==> src/rtl/cfg_par_pkg.sv <==
package cfg_par_pkg;

    localparam int CFG_MAX_HZ = 50_000_000;

    typedef enum logic [4:0] {
        S_IDLE,
        S_PROG,
        S_WAIT_INIT,
        S_ARM_WR,
        S_ARM_SEL,
        S_LD_FETCH,
        S_LD_LOW,
        S_LD_HIGH,
        S_LD_CHK,
        S_ST_LOW,
        S_END_SEL,
        S_END_WR,
        S_DN_CHK,
        S_DN_LOW,
        S_RD_SEL,
        S_RD_LOW,
        S_RD_HIGH,
        S_RD_SAMP,
        S_RD_END,
        S_RD_XLOW,
        S_RD_XHIGH,
        S_OK,
        S_FAIL
    } cfg_state_e;

    typedef struct packed {
        logic prog;
        logic sel;
        logic wr;
        logic clk;
        logic dir;
    } cfg_pins_t;

    localparam cfg_pins_t PINS_IDLE = '{prog: 1'b0, sel: 1'b0, wr: 1'b0, clk: 1'b1, dir: 1'b0};

    // System cycles per configuration clock half period, capped at the target maximum rate.
    function automatic int half_period_div(int sys_hz, int cfg_hz);
        int eff;
        int d;
        eff = (cfg_hz > CFG_MAX_HZ) ? CFG_MAX_HZ : cfg_hz;
        if (eff < 1) eff = 1;
        d = (sys_hz + 2 * eff - 1) / (2 * eff);
        return (d < 1) ? 1 : d;
    endfunction

    // States in which the block waits on the target and the timeout runs.
    function automatic logic is_wait_state(cfg_state_e s);
        return s inside {S_WAIT_INIT, S_LD_CHK, S_ST_LOW, S_DN_CHK, S_DN_LOW};
    endfunction

endpackage

==> src/rtl/cfg_tick_gen.sv <==
module cfg_tick_gen #(
    parameter int HALF_DIV = 2
) (
    input  logic clk,
    input  logic rst,
    output logic tick
);
    generate
        if (HALF_DIV <= 1) begin : g_full
            assign tick = 1'b1;
        end else begin : g_div
            localparam int CW = $clog2(HALF_DIV);
            localparam logic [CW-1:0] TOP = CW'(HALF_DIV - 1);
            logic [CW-1:0] cnt;

            always_ff @(posedge clk) begin
                if (rst) begin
                    cnt <= '0;
                end else if (cnt == TOP) begin
                    cnt <= '0;
                end else begin
                    cnt <= cnt + 1'b1;
                end
            end

            assign tick = (cnt == TOP);

            AST_TICK_SPACED: assert property (@(posedge clk) disable iff (rst)
                tick |=> !tick);
        end
    endgenerate
endmodule

==> src/rtl/cfg_wait_timer.sv <==
module cfg_wait_timer #(
    parameter int LIMIT = 1000
) (
    input  logic clk,
    input  logic rst,
    input  logic run,
    output logic expired
);
    localparam int W = $clog2(LIMIT + 1);
    localparam logic [W-1:0] LIM = W'(LIMIT);

    logic [W-1:0] cnt;

    always_ff @(posedge clk) begin
        if (rst || !run) begin
            cnt <= '0;
        end else if (cnt != LIM) begin
            cnt <= cnt + 1'b1;
        end
    end

    assign expired = (cnt == LIM);

    AST_TIMER_BOUNDED: assert property (@(posedge clk) disable iff (rst)
        cnt <= LIM);
endmodule

==> src/rtl/cfg_par_master.sv <==
module cfg_par_master
    import cfg_par_pkg::*;
#(
    parameter int SYS_CLK_HZ  = 100_000_000,
    parameter int CFG_CLK_HZ  = 25_000_000,
    parameter int TIMEOUT_CYC = 1_000_000,
    parameter int LEN_W       = 16,
    parameter int DATA_W      = 8
) (
    input  logic              clk,
    input  logic              rst,
    input  logic              start_load,
    input  logic              start_read,
    input  logic [LEN_W-1:0]  read_len,
    input  logic              busy_chk_en,
    input  logic [DATA_W-1:0] in_data,
    input  logic              in_valid,
    input  logic              in_last,
    output logic              in_ready,
    output logic [DATA_W-1:0] out_data,
    output logic              out_valid,
    output logic              op_done,
    output logic              op_fail,
    output logic              cfg_prog,
    output logic              cfg_sel,
    output logic              cfg_wr,
    output logic              cfg_clk,
    output logic              cfg_dir,
    output logic [DATA_W-1:0] cfg_dout,
    input  logic [DATA_W-1:0] cfg_din,
    input  logic              cfg_init,
    input  logic              cfg_busy,
    input  logic              cfg_done
);
    localparam int HALF_DIV = half_period_div(SYS_CLK_HZ, CFG_CLK_HZ);

    cfg_state_e        st;
    cfg_pins_t         pins;
    logic [DATA_W-1:0] dout_q;
    logic              last_q;
    logic [LEN_W-1:0]  rd_left;
    logic              tick;
    logic              expired;
    logic              wait_run;

    cfg_tick_gen #(.HALF_DIV(HALF_DIV)) u_tick (
        .clk  (clk),
        .rst  (rst),
        .tick (tick)
    );

    assign wait_run = is_wait_state(st);

    cfg_wait_timer #(.LIMIT(TIMEOUT_CYC)) u_timer (
        .clk     (clk),
        .rst     (rst),
        .run     (wait_run),
        .expired (expired)
    );

    always_ff @(posedge clk) begin
        if (rst) begin
            st        <= S_IDLE;
            pins      <= PINS_IDLE;
            dout_q    <= '0;
            last_q    <= 1'b0;
            rd_left   <= '0;
            out_data  <= '0;
            out_valid <= 1'b0;
        end else begin
            out_valid <= 1'b0;
            case (st)
                S_IDLE: begin
                    if (start_load) begin
                        pins.prog <= 1'b1;
                        st        <= S_PROG;
                    end else if (start_read) begin
                        if (read_len == '0) begin
                            st <= S_OK;
                        end else begin
                            rd_left  <= read_len;
                            pins.dir <= 1'b1;
                            st       <= S_RD_SEL;
                        end
                    end
                end
                S_PROG: if (tick) begin
                    pins.prog <= 1'b0;
                    st        <= S_WAIT_INIT;
                end
                S_WAIT_INIT: begin
                    if (!cfg_init && !cfg_busy) begin
                        st <= S_ARM_WR;
                    end else if (tick && expired) begin
                        st <= S_FAIL;
                    end
                end
                S_ARM_WR: if (tick) begin
                    pins.wr <= 1'b1;
                    st      <= S_ARM_SEL;
                end
                S_ARM_SEL: if (tick) begin
                    pins.sel <= 1'b1;
                    st       <= S_LD_FETCH;
                end
                S_LD_FETCH: if (in_valid) begin
                    dout_q <= in_data;
                    last_q <= in_last;
                    st     <= S_LD_LOW;
                end
                S_LD_LOW: if (tick) begin
                    pins.clk <= 1'b0;
                    st       <= S_LD_HIGH;
                end
                S_LD_HIGH: if (tick) begin
                    pins.clk <= 1'b1;
                    st       <= S_LD_CHK;
                end
                S_LD_CHK: if (tick) begin
                    if (busy_chk_en && cfg_busy) begin
                        if (expired) begin
                            st <= S_FAIL;
                        end else begin
                            pins.clk <= 1'b0;
                            st       <= S_ST_LOW;
                        end
                    end else if (last_q) begin
                        st <= S_END_SEL;
                    end else begin
                        st <= S_LD_FETCH;
                    end
                end
                S_ST_LOW: if (tick) begin
                    pins.clk <= 1'b1;
                    st       <= S_LD_CHK;
                end
                S_END_SEL: if (tick) begin
                    pins.sel <= 1'b0;
                    st       <= S_END_WR;
                end
                S_END_WR: if (tick) begin
                    pins.wr <= 1'b0;
                    st      <= S_DN_CHK;
                end
                S_DN_CHK: begin
                    if (cfg_done) begin
                        st <= S_OK;
                    end else if (tick) begin
                        if (expired) begin
                            st <= S_FAIL;
                        end else begin
                            pins.clk <= 1'b0;
                            st       <= S_DN_LOW;
                        end
                    end
                end
                S_DN_LOW: if (tick) begin
                    pins.clk <= 1'b1;
                    st       <= S_DN_CHK;
                end
                S_RD_SEL: if (tick) begin
                    pins.sel <= 1'b1;
                    st       <= S_RD_LOW;
                end
                S_RD_LOW: if (tick) begin
                    pins.clk <= 1'b0;
                    st       <= S_RD_HIGH;
                end
                S_RD_HIGH: if (tick) begin
                    pins.clk <= 1'b1;
                    st       <= S_RD_SAMP;
                end
                S_RD_SAMP: begin
                    out_data  <= cfg_din;
                    out_valid <= 1'b1;
                    rd_left   <= rd_left - 1'b1;
                    st        <= (rd_left == LEN_W'(1)) ? S_RD_END : S_RD_LOW;
                end
                S_RD_END: if (tick) begin
                    pins.sel <= 1'b0;
                    st       <= S_RD_XLOW;
                end
                S_RD_XLOW: if (tick) begin
                    pins.clk <= 1'b0;
                    st       <= S_RD_XHIGH;
                end
                S_RD_XHIGH: if (tick) begin
                    pins.clk <= 1'b1;
                    st       <= S_OK;
                end
                S_OK, S_FAIL: begin
                    pins <= PINS_IDLE;
                    st   <= S_IDLE;
                end
                default: st <= S_IDLE;
            endcase
        end
    end

    assign in_ready = (st == S_LD_FETCH);
    assign op_done  = (st == S_OK) || (st == S_FAIL);
    assign op_fail  = (st == S_FAIL);
    assign cfg_prog = pins.prog;
    assign cfg_sel  = pins.sel;
    assign cfg_wr   = pins.wr;
    assign cfg_clk  = pins.clk;
    assign cfg_dir  = pins.dir;
    assign cfg_dout = dout_q;

    AST_PROG_ISOLATED: assert property (@(posedge clk) disable iff (rst)
        cfg_prog |-> (!cfg_sel && !cfg_wr));
    AST_SEL_NEEDS_WR: assert property (@(posedge clk) disable iff (rst)
        (cfg_sel && !cfg_dir) |-> cfg_wr);
    AST_WR_AFTER_SEL: assert property (@(posedge clk) disable iff (rst)
        $fell(cfg_wr) |-> !cfg_sel);
    AST_CLK_PACED: assert property (@(posedge clk) disable iff (rst)
        !$stable(cfg_clk) |-> $past(tick));
    AST_DATA_HELD: assert property (@(posedge clk) disable iff (rst)
        ($rose(cfg_clk) && cfg_sel && cfg_wr) |-> $stable(cfg_dout));
    AST_READ_NO_WRITE: assert property (@(posedge clk) disable iff (rst)
        cfg_dir |-> (!cfg_wr && !in_ready));
    AST_RD_VALID_IN_READ: assert property (@(posedge clk) disable iff (rst)
        out_valid |-> cfg_dir);
    AST_RESULT_PULSE: assert property (@(posedge clk) disable iff (rst)
        op_done |=> !op_done);
    AST_FAIL_WITH_DONE: assert property (@(posedge clk) disable iff (rst)
        op_fail |-> op_done);
endmodule

==> config.mk <==
export PLATFORM = sky130hd
export DESIGN_NAME = cfg_par_master
export DESIGN_NICKNAME = d
export VERILOG_FILES = /design/src/rtl/cfg_par_pkg.sv /design/src/rtl/cfg_tick_gen.sv /design/src/rtl/cfg_wait_timer.sv /design/src/rtl/cfg_par_master.sv
export SDC_FILE = /design/constraint.sdc
export NUM_CORES = 1
export LEC_CHECK = 0
export BUFFER_PORTS_ARGS = -buffer_cell sky130_fd_sc_hd__clkbuf_2
export CAP_MARGIN = 10
export CORE_AREA = 4 4 95 88
export DETAILED_ROUTE_END_ITERATION = 10
export DIE_AREA = 0 0 99 92
export MAX_ROUTING_LAYER = met4
export PLACE_DENSITY_LB_ADDON = 0.25
export SYNTH_ARGS = -nofsm -noshare
export SYNTH_HDL_FRONTEND = slang
export SYNTH_SLANG_ARGS = --single-unit
==> constraint.sdc <==
create_clock -name clk -period 1.8 [get_ports clk]
set_input_delay 0.36 -clock clk [delete_from_list [all_inputs] [get_ports clk]]
set_output_delay 0.36 -clock clk [all_outputs]
set_load 0.03 [all_outputs]
; ---- Word level (Yosys, flattened, before mapping)
; Index checks and enable logic that the tools add are counted.
[word_totals]
elab_cells = 153
ff_bits = 65
[op_classes]
n_mux = 49
reduce_logical = 33
n_addsub = 3
eq_ne = 55
[op_table]
columns = operator, count
row1 = $mux 5, 26
row2 = $pmux 5 s19, 1
row3 = $mux 16, 3
row4 = $ne 2x1->1 const B, 21
row5 = $eq 5x4->1 const B, 8
row6 = $eq 5x5->1 const B, 7
row7 = $pmux 16 s2, 1
row8 = $add 20x1->20 const B, 1
row9 = $eq 20x20->1 const B, 1
row10 = $eq 5x3->1 const B, 4
row11 = $ne 20x20->1 const B, 1
row12 = $reduce_and 18->1, 1
row13 = $eq 16x1->1 const B, 1
row14 = $logic_not 16->1, 1
row15 = $sub 16x1->16 const B, 1
row16 = $mux 1, 12
row17 = $ne 2x2->1 const B, 6
row18 = $reduce_or 2->1, 6
row19 = $eq 5x2->1 const B, 2
row20 = $reduce_bool 5->1, 2
row21 = $pmux 1 s3, 3
row22 = $reduce_and 3->1, 3
row23 = $reduce_bool 3->1, 3
row24 = $reduce_and 4->1, 2
row25 = other kinds (17), 23

; ---- Depth between registers and ports, before layout
[logic_depth]
word_depth = 5
depth_mapped = 9
ltp_nobuf = 8

; ---- Cells and area by module
; From an unflattened synthesis, not the netlist that was laid out.
[unflattened]
cells_unflattened = 481
hier_area_um2 = 3821.2
[modules_own_cells]
columns = mod, cells_per_inst, instances, area_per_inst_um2
row1 = cfg_par_master, 362, 1, 2797.7
row2 = cfg_wait_timer, 117, 1, 999.7
row3 = cfg_tick_gen, 2, 1, 23.8

; ---- Worst setup path before layout
; OpenSTA, ideal clock, no wires.
[synth_path]
path_type = flip-flop to output port
start = register st[2]
end = output op_done
arrival_ps = 1516
t_required_ps = 1440
setup_slack_ps = -76
stages_incl_launch_ff = 6
path_buffers = 3
path_cell_list = dfxtp_1 buf_6 buf_6 clkbuf_1 nand3_1 a21oi_1
[synth_via]
elab_chain_len = 2
elab_cells_between_ends = 3
classes_between = 2 x eq/ne / 1 x reduce/logical
[synth_lines]
columns = element, line
row1 = from (decl), cfg_par_master.sv:37  ; cfg_state_e st;
row2 = from (signal assigned), cfg_par_master.sv:63  ; st <= S_IDLE;
row3 = from (signal assigned), cfg_par_master.sv:76  ; st <= S_PROG;
row4 = from (signal assigned), cfg_par_master.sv:79  ; st <= S_OK;
row5 = $eq 5x5->1, cfg_par_master.sv:201  ; assign op_done = (st == S_OK) || (st == S_FAIL);
row6 = $logic_or 1x1->1 (*), cfg_par_master.sv:201
row7 = to (decl), cfg_par_master.sv:22  ; output logic op_done,
; Every way passes the cells marked *; elsewhere a longest branch is shown, timed or not.

; ---- Worst setup path after layout
[layout_path]
start = register rd_left[1]
end = register rd_left[8]
[layout_via]
elab_chain_len = 2
[layout_lines]
columns = element, line
row1 = from (decl), cfg_par_master.sv:41  ; logic [LEN_W-1:0] rd_left;
row2 = from (signal assigned), cfg_par_master.sv:81  ; rd_left <= read_len;
row3 = from (signal assigned), cfg_par_master.sv:176  ; rd_left <= rd_left - 1'b1;
row4 = $sub 16x1->16, cfg_par_master.sv:176
row5 = $pmux 16 s2, cfg_par_master.sv:72  ; case (st)
; Every way passes these cells.
; A chain may end at the register's enable or synchronous reset.

==> flow_summary.json <==
{
  "die-area_um2": 9110,
  "std_cell_rows": 30,
  "holdPathStages": 3,
  "vias_per_cell": 5.89,
  "vias": 4383,
  "timing.final.hold_violations": 0,
  "crit_path_start_kind": "register",
  "place_area_um2": 4760,
  "fin_cells": 744,
  "slowest_delay_ns": 0.41,
  "yosys.area.top_type_share_pct": 35.2,
  "gr-total-overflow": 0,
  "die_w_um": 99,
  "yosysUniqueCellTypes": 66,
  "path_clk_slew_ns": 0.09,
  "fin_hold_ws_ns": 0.221,
  "die_height_um": 92,
  "areaGrowthSynthToFinish_pct": 46.6,
  "grt_pass1_wl_um": 19400,
  "grtUsageTotal_pct": 26.8,
  "ir_drop_v": 0.000956,
  "grt_setup_unrepaired": "yes",
  "grt_max_degree": 21,
  "fin_skew_ns": 0.0119,
  "slew_violations": 0,
  "syn_area_um2": 3700,
  "cts-htree-levels": 3,
  "final_cell_mix": "100 x buf_4, 63 x clkbuf_2, 58 x nand2_1, 56 x dfxtp_1, 45 x a21oi_1",
  "yosysTopAreaCell": "dfxtp_1",
  "crit_required_ns": 2.09,
  "setup_violations": 6,
  "synth_nets": 528,
  "min_path_type": "in -> reg",
  "port-buffer-count": 66,
  "nets": 689,
  "grt_pass1_vias": 4087,
  "slew_headroom_pct": 70.7,
  "cp_slowest_cell": "or3b_4",
  "power_density_nw_per_um2": 1160,
  "fin_area_um2": 5420,
  "clock_path_buffers": 2,
  "avgSynthCellArea_um2": 7.68,
  "drt_first_pass_iters": 5,
  "yosys_warnings": 0,
  "drive_gt1_share_pct": 40.1,
  "reg2reg_depth": 6,
  "drt_iter0_drc": 320,
  "antenna_left": 0,
  "status": "finished, violations left",
  "final_common_cell": "buf_4",
  "period_needed_ns": 1.85,
  "async_reset_ff_share_pct": 0,
  "antenna_found_initial": 0,
  "timing.final.ws_setup_ns": -0.0464,
  "critPathCaptureType": "register",
  "synth_flop_cell": "dfxtp_1",
  "wl_per_cell_um": 16.7,
  "crit_type": "reg -> reg",
  "ys_ff_latch": 65,
  "fmaxAchievable_mhz": 542,
  "core_area_um2": 7390,
  "worst_pin_slew_ns": 0.436,
  "cts_buffers": 9,
  "p_leak_nw": 2.19,
  "place_congestion": 0.968,
  "dp_cells": 713,
  "initial_utilization_pct": 50.0,
  "arrival_ns": 2.14,
  "crit_fanout": 3,
  "drv_cap": 0,
  "diodes": 0,
  "crit_chain": "inv_2 > ha_4 > or3b_4 > or2_4 > or4_1 > a31oi_1",
  "cts_sinks": 65,
  "root_buffer": "clkbuf_8",
  "drt_wl_total_um": 12400,
  "ys_seq_area_share_pct": 35.2,
  "clock_latency_ns": 0.36,
  "drc": 0,
  "synth_edf_count": 0,
  "cts_tree": "yes",
  "hpwl_um": 8700,
  "violations": "negative setup slack",
  "pin_count": 67,
  "syn_inst": 482,
  "post-route-period-util_pct": 103,
  "synth_area_leaders": "dfxtp_1 35%, a21oi_1 6.2%, nand2_1 6.0%"
}
==> power breakdown <==
part | internal, mW | switching [mW] | total, mW
Sequential | 1.59 | 0.126 | 1.71
Clock | 0.666 | 0.682 | 1.35
Combinational | 1.54 | 1.71 | 3.25
==> cells by family after synthesis <==
| kind of cell | count (synthesis) | share of synthesized area [%] |
|---|---|---|
| xor+xnor | 21 | 4.97 |
| simple gates | 234 | 32.8 |
| flops | 65 | 35.2 |
| fa+ha+maj | 4 | 1.35 |
| buf+inv | 39 | 5.31 |
| compound gates | 119 | 20.4 |
==> synth_stat cells (all sizes together), types with 2 or more instances <==
library cell / n
nor2: 49
a32oi: 2
nand2b: 13
nor3: 23
a31oi: 10
or4: 4
and4bb: 2
nor4: 13
nor2b: 2
ha: 4
or2: 4
o21a: 3
nand3b: 4
nand4: 4
nor3b: 2
buf: 9
nand3: 30
o21ai: 17
o31ai: 4
dfxtp: 65
o211ai: 5
a211oi: 2
xnor2: 10
and2b: 3
a2bb2oi: 2
nand2: 59
a21oi: 46
xor2: 11
clkbuf: 20
o22ai: 6
a2111oi: 2
o221ai: 2
and3: 10
a221oi: 2
o32ai: 2
inv: 10
and2: 3
or3: 5
o311ai: 5
==> stage by stage <==
step	util (%)	setup TNS, ns	setup slack (ns)	total power, mW
4_1_cts	70.4	-0.176	-0.0546	5.94
3_5_place_dp	64.3	-2.06	-0.156	4.34
6_report	73.3	-0.139	-0.0464	6.31
3_3_place_gp	64.3	-1.77	-0.150	4.31
2_1_floorplan	-	0	0.0100	3.23
5_1_grt	73.3	-0.849	-0.0927	6.61
==> critical path: cells and delay by family, from the launching register on <==
family | cells | cell delay, ns
adders and majority gates | 1 | 0.15
and+or+nand+nor | 3 | 1.07
AOI/OAI and AO/OA | 1 | 0.16
DFF | 1 | 0.33
buffers and inverters | 1 | 0.08
==> cell type report <==
cell class,count,area [um2]
clock buffers,9,124
clock inverters,7,83.8
fillers,566,1970
well taps,96,120
multi-input cells,378,2460
inverters,10,37.5
repair buffers,179,1270
flip-flops and latches,65,1320
==> layer usage <==
metal	vias up	wire length (um)	part of all wire [%]	GRT usage, %
li1	2079	-	-	-
met1	2066	5070	41	33.8
met2	195	6060	49	42.9
met3	43	995	8.0	6.54
met4	0	314	2.5	7.74
met5	-	0	0	-
==> state kept, by name, indices dropped and copies added (netlist names) <==
register	cells
cfg_prog	1
cfg_wr	1
cfg_sel	1
u_timer.cnt	20
rd_left	16
cfg_clk	1
u_tick.tick	1
last_q	1
st	5
cfg_dout	8
out_data	8
cfg_dir	1
out_valid	1
==> worst paths after layout <==
| check | startpoint | to | slack, ns |
|---|---|---|---|
| max | rd_left[1] | rd_left[8] | -0.05 |
| min | in_data[6] | cfg_dout[6] | 0.22 |
| max reg2reg | rd_left[1] | rd_left[8] | -0.05 |
| min reg2reg | u_tick.tick | u_tick.tick | 0.45 |
==> timing repair <==
action	in CTS	in global routing
resized for setup	49	47
buffers inserted	7	8
pin swaps	12	18
hold buffers	0	0
endpoints found under the setup margin	24	21
hold endpoints to repair	0	0
Power figures use the tool's default switching activity.
